[src/rtl/scanirq_pkg.sv]
`timescale 1ns/1ps
package scanirq_pkg;

    // Decoded register strobes, at most one high per cycle.
    typedef struct packed {
        logic latch_wr;
        logic reload_wr;
        logic irq_on;
        logic irq_off;
    } scanirq_cmd_t;

endpackage

[src/rtl/scanirq_decode.sv]
`timescale 1ns/1ps
module scanirq_decode
    import scanirq_pkg::*;
#(
    parameter int ADDR_W  = 16,
    parameter int GROUP_W = 3,
    parameter logic [GROUP_W-1:0] CNT_GROUP = 3'b110,
    parameter logic [GROUP_W-1:0] IRQ_GROUP = 3'b111
) (
    input  logic              wr_en,
    input  logic [ADDR_W-1:0] wr_addr,
    output scanirq_cmd_t      cmd
);
    localparam int GRP_LSB = ADDR_W - GROUP_W;

    logic [GROUP_W-1:0] group;
    logic               odd;
    logic               hit_cnt;
    logic               hit_irq;
    logic               unused_mid_bits;

    assign group           = wr_addr[ADDR_W-1:GRP_LSB];
    assign odd             = wr_addr[0];
    assign unused_mid_bits = ^wr_addr[GRP_LSB-1:1];
    assign hit_cnt         = wr_en && (group == CNT_GROUP);
    assign hit_irq         = wr_en && (group == IRQ_GROUP);

    always_comb begin
        cmd           = '0;
        cmd.latch_wr  = hit_cnt && !odd;
        cmd.reload_wr = hit_cnt &&  odd;
        cmd.irq_off   = hit_irq && !odd;
        cmd.irq_on    = hit_irq &&  odd;
    end
endmodule

[src/rtl/scanirq_core.sv]
`timescale 1ns/1ps
module scanirq_core
    import scanirq_pkg::*;
#(
    parameter int CNT_W = 8
) (
    input  logic             clk,
    input  logic             rst_n,
    input  logic             tick,
    input  scanirq_cmd_t     cmd,
    input  logic [CNT_W-1:0] wr_data,
    output logic             irq
);
    localparam logic [CNT_W-1:0] CNT_ZERO = '0;
    localparam logic [CNT_W-1:0] CNT_ONE  = CNT_W'(1);

    typedef struct packed {
        logic [CNT_W-1:0] cnt;
        logic [CNT_W-1:0] latch;
        logic             reload;
        logic             en;
        logic             pend;
    } core_state_t;

    core_state_t st_q, st_d;

    always_comb begin
        st_d = st_q;
        // counting step
        if (tick) begin
            if (st_q.cnt == CNT_ZERO || st_q.reload) begin
                st_d.cnt    = st_q.latch;
                st_d.reload = 1'b0;
            end else begin
                st_d.cnt = st_q.cnt - CNT_ONE;
                if (st_q.cnt == CNT_ONE && st_q.en) begin
                    st_d.pend = 1'b1;
                end
            end
        end
        // register writes override the fields they touch
        if (cmd.latch_wr) begin
            st_d.latch = wr_data;
        end
        if (cmd.reload_wr) begin
            st_d.cnt    = CNT_ZERO;
            st_d.reload = 1'b1;
            st_d.pend   = st_q.pend;
        end
        if (cmd.irq_on) begin
            st_d.en = 1'b1;
        end
        if (cmd.irq_off) begin
            st_d.en   = 1'b0;
            st_d.pend = 1'b0;
        end
    end

    always_ff @(posedge clk) begin
        if (!rst_n) begin
            st_q <= '0;
        end else begin
            st_q <= st_d;
        end
    end

    assign irq = st_q.pend;

    assert_latch_store_R2: assert property (@(posedge clk) disable iff (!rst_n)
        cmd.latch_wr |=> st_q.latch == $past(wr_data));

    assert_reload_clear_R3: assert property (@(posedge clk) disable iff (!rst_n)
        cmd.reload_wr |=> (st_q.cnt == CNT_ZERO) && st_q.reload);

    assert_enable_set_R4: assert property (@(posedge clk) disable iff (!rst_n)
        cmd.irq_on |=> st_q.en);

    assert_disable_clear_R5: assert property (@(posedge clk) disable iff (!rst_n)
        cmd.irq_off |=> !st_q.en && !st_q.pend);

    assert_zero_loads_R6: assert property (@(posedge clk) disable iff (!rst_n)
        (tick && !cmd.reload_wr && (st_q.cnt == CNT_ZERO || st_q.reload))
        |=> (st_q.cnt == $past(st_q.latch)) && !st_q.reload);

    assert_fire_cause_R7: assert property (@(posedge clk) disable iff (!rst_n)
        $rose(st_q.pend) |-> $past(tick && !cmd.reload_wr && !cmd.irq_off
                                   && !st_q.reload && st_q.en && st_q.cnt == CNT_ONE));

    assert_pending_hold_R8: assert property (@(posedge clk) disable iff (!rst_n)
        (st_q.pend && !cmd.irq_off) |=> st_q.pend);

    assert_write_wins_R10: assert property (@(posedge clk) disable iff (!rst_n)
        (tick && cmd.irq_off) |=> !st_q.pend);
endmodule

[src/rtl/scanline_irq_counter.sv]
`timescale 1ns/1ps
module scanline_irq_counter
    import scanirq_pkg::*;
#(
    parameter int ADDR_W = 16,
    parameter int CNT_W  = 8
) (
    input  logic              clk,
    input  logic              rst_n,
    input  logic              wr_en,
    input  logic [ADDR_W-1:0] wr_addr,
    input  logic [CNT_W-1:0]  wr_data,
    input  logic              line_tick,
    output logic              irq_pending
);
    scanirq_cmd_t cmd;

    scanirq_decode #(
        .ADDR_W (ADDR_W)
    ) u_decode (
        .wr_en   (wr_en),
        .wr_addr (wr_addr),
        .cmd     (cmd)
    );

    scanirq_core #(
        .CNT_W (CNT_W)
    ) u_core (
        .clk     (clk),
        .rst_n   (rst_n),
        .tick    (line_tick),
        .cmd     (cmd),
        .wr_data (wr_data),
        .irq     (irq_pending)
    );

    assert_quiet_decode_R9: assert property (@(posedge clk) disable iff (!rst_n)
        !wr_en |-> (cmd == '0));

    assert_single_cmd_R9: assert property (@(posedge clk) disable iff (!rst_n)
        $onehot0(cmd));
endmodule

[config.mk]
export PLATFORM = sky130hd
export DESIGN_NAME = scanline_irq_counter
export DESIGN_NICKNAME = d
export VERILOG_FILES = /design/src/rtl/scanirq_pkg.sv /design/src/rtl/scanirq_decode.sv /design/src/rtl/scanirq_core.sv /design/src/rtl/scanline_irq_counter.sv
export SDC_FILE = /design/constraint.sdc
export NUM_CORES = 1
export LEC_CHECK = 0
export BUFFER_PORTS_ARGS = -buffer_cell sky130_fd_sc_hd__buf_2
export CELL_PAD_IN_SITES_DETAIL_PLACEMENT = 2
export CELL_PAD_IN_SITES_GLOBAL_PLACEMENT = 2
export CORE_MARGIN = 10
export CORE_UTILIZATION = 32
export CTS_CLUSTER_DIAMETER = 50
export DETAILED_ROUTE_END_ITERATION = 8
export PLACE_DENSITY = 0.89
export SLEW_MARGIN = 25
export SYNTH_ARGS = -nofsm -noshare
export SYNTH_HDL_FRONTEND = slang
export SYNTH_SLANG_ARGS = --single-unit
[constraint.sdc]
create_clock -name clk -period 5.7 [get_ports clk]
set_clock_uncertainty 0.2 [all_clocks]
set_input_delay 0.285 -clock clk [delete_from_list [all_inputs] [get_ports clk]]
set_output_delay 0.285 -clock clk [all_outputs]
set_load 0.005 [all_outputs]
==> impl_metrics.ini <==
[route]
vias_per_cell = 5.41
ant_nets = 0
route.detailed.drc = 0
wl_mm = 3.04
drt_iter0_markers = 33
drt_first_pass_iters = 4
post_drt_wl_per_cell_um = 17.9
vias = 919

[floorplan]
die_h_um = 76.6
start_util_pct = 33.6
fp.dieW_um = 76.6
io-pin-count = 29
core-area_um2 = 3050
die_area_um2 = 5870
row_count = 20

[clocking]
holdBufCountCts = 0
cts_root_buf = clkbuf_4
clkTransAtPathRegs_ns = 0.12
cts_sinks = 19
h-tree-depth = 1
clock_path_buffers = 2
postCtsSetupBuffers = 0
cts_inserted_buffers = 3
cts_tree = done
clock_latency_ns = 0.30
post_cts_resized = 0

[critical_path]
critical_path_required_ns = 5.73
path_class = reg -> reg
endpoint_kind = flip-flop
cp_max_fo = 8
crit_path_start_kind = flip-flop
critPathArrivalTime_ns = 2.16

[placement]
dp_cells = 166
place_congestion = 0.833
dp_hpwl_mm = 2.27
port_buffers = 16
pre_cts_ws_ns = 3.60

[yosys]
synth-seq-cells = 19
synth_edf_count = 0
yosys.area.top_type = dfxtp_1
synth_commonest_cells = dfxtp_1 (19), nor2b_1 (10), mux2i_1 (9), nand2_1 (7), nand3_1 (7)
async_reset_ff_share_pct = 0
syn-mean-instance-area_um2 = 9.40
yosysSeqAreaShare_pct = 37.1
syn-num-nets = 140
yosys_most_used_dff = dfxtp_1
yosysMostFrequentCell = dfxtp_1
netlist_area_um2 = 1020
ys_types = 37
ys.warnings.count = 0
synth_area_leaders = dfxtp_1 (37%), mux2i_1 (8.8%), nor2b_1 (6.1%)
synth_top_area_share_pct = 37.1
synth_cells = 109

[timing]
slew_headroom_pct = 62.5
setup_tns_ns = 0
rsz0062_at_grt = false
tightest_slew_ns = 0.560
max_clock_freq_mhz = 470
slew_violations = 0
setup_ws_ns = 3.57
hold_violations = 0
setup_viol = 0
period_minus_slack_ns = 2.13
fin_crit_sh_pct = 37.4

[pwr]
peakVddDrop_mv = 0.154
fin_total_pwr_uw = 516
power_density_nw_per_um2 = 440
p_leak_uw = 0.000411

[layout]
area_delta_synth_final_pct = 14.7
diodes = 0
post_layout_nonfiller_instances = 170
nFillCells = 376
num-nets-final = 158
drive_gt1_share_pct = 22.2
finish.utilization_pct = 38.5

[grt]
grt_pass1_wl_mm = 5.04
grt_overflow = 0
antenna_found_initial = 0
grt_usage_pct = 10.2
grt_pass1_vias = 1035
grt_max_degree = 21

[run_status]
status = complete, no violations

[worst_hold_path]
hold_path.class = in -> reg

[flow_run]
maxCapViolations = 0
[sequential cells by signal, indices dropped and copies added (netlist names)]
signal       flops
u_core.st_q     18
u_core.irq       1
[logic make-up after synthesis]
kind of cell    after synthesis  share of synthesized area [%]
flops                        19                           37.1
buf+inv                       6                           2.20
simple gates                 45                           27.8
fa+ha+maj                     3                           3.66
compound gates               27                           20.4
mux                           9                           8.79
[routing by layer]
metal | global-route usage, % | routed length (um) | share of wire [%] | vias to the layer above
li1 | - | - | - | 437
met5 | 0 | 0 | 0 | -
met4 | 3.90 | 33 | 1.1 | 0
met1 | 11.6 | 1380 | 46 | 465
met2 | 18.6 | 1560 | 51 | 13
met3 | 1.42 | 57 | 1.9 | 4
[critical path, stage by stage (launching register included)]
cell	delay [ns]
dfxtp_1	0.39
inv_1	0.14
ha_1	0.20
or4b_4	0.51
o21bai_4	0.27
nand3_1	0.16
a31oi_1	0.19
[metrics by stage]
stage	hold WS, ns	instance area, um2
floorplan	0.239	1020
global placement	0.258	1150
detailed placement	0.274	1150
CTS	0.0452	1170
global route	0.0558	1170
finish	0.0435	1170
[cell usage in the layout (no fill, tap or decap)]
master     Yosys  final
a211oi_2       1      1
a21boi_0       3      3
a21o_1         1      1
a21oi_1        4      4
a2bb2oi_1      3      3
a31oi_1        6      6
a41oi_1        1      1
and4_2         1      1
buf_2          0     16
clkbuf_1       2      1
clkbuf_4       0      3
dfxtp_1       19     19
ha_1           3      3
inv_1          3      3
mux2i_1        9      9
nand2_1        7      7
nand2b_1       3      3
nand3_1        7      7
nand3b_1       2      2
nand4_1        2      2
nand4b_1       1      1
nor2_1         4      4
nor2b_1       10     10
nor3_1         1      1
nor3_4         1      1
nor3b_1        1      1
nor4_2         1      1
o21ai_0        1      1
o21ai_1        2      2
o21ba_4        1      1
o21bai_1       1      1
o21bai_4       1      1
o31a_1         1      1
o31ai_1        1      1
or3_1          1      1
or3_4          1      1
or3b_2         1      1
or4b_4         1      1
[cell type report]
cell class                 instances  area [um2]  area share [%]
timing repair buffer              16        80.1            6.82
multi-input combinational         84         622            52.9
clock buffer                       4        26.3            2.24
inverter                           3        11.3           0.958
tap                               44        55.1            4.69
sequential                        19         380            32.4
[final timing paths]
path	end	slack (ns)	cells after the start	from
setup / recovery	u_core.st_q[18]	3.57	6	u_core.st_q[11]
hold / removal	u_core.st_q[9]	0.04	3	wr_data[6]
setup reg to reg	u_core.st_q[18]	3.57	6	u_core.st_q[11]
hold reg to reg	u_core.st_q[14]	0.30	2	u_core.st_q[6]
[report_power, final]
part / internal [uW] / switching, uW / total [uW]
Clock: 27.2 / 45.0 / 72.3
Combinational: 117 / 142 / 259
Sequential: 154 / 30.4 / 185
Note: power is estimated with default switching activity, not from simulation.
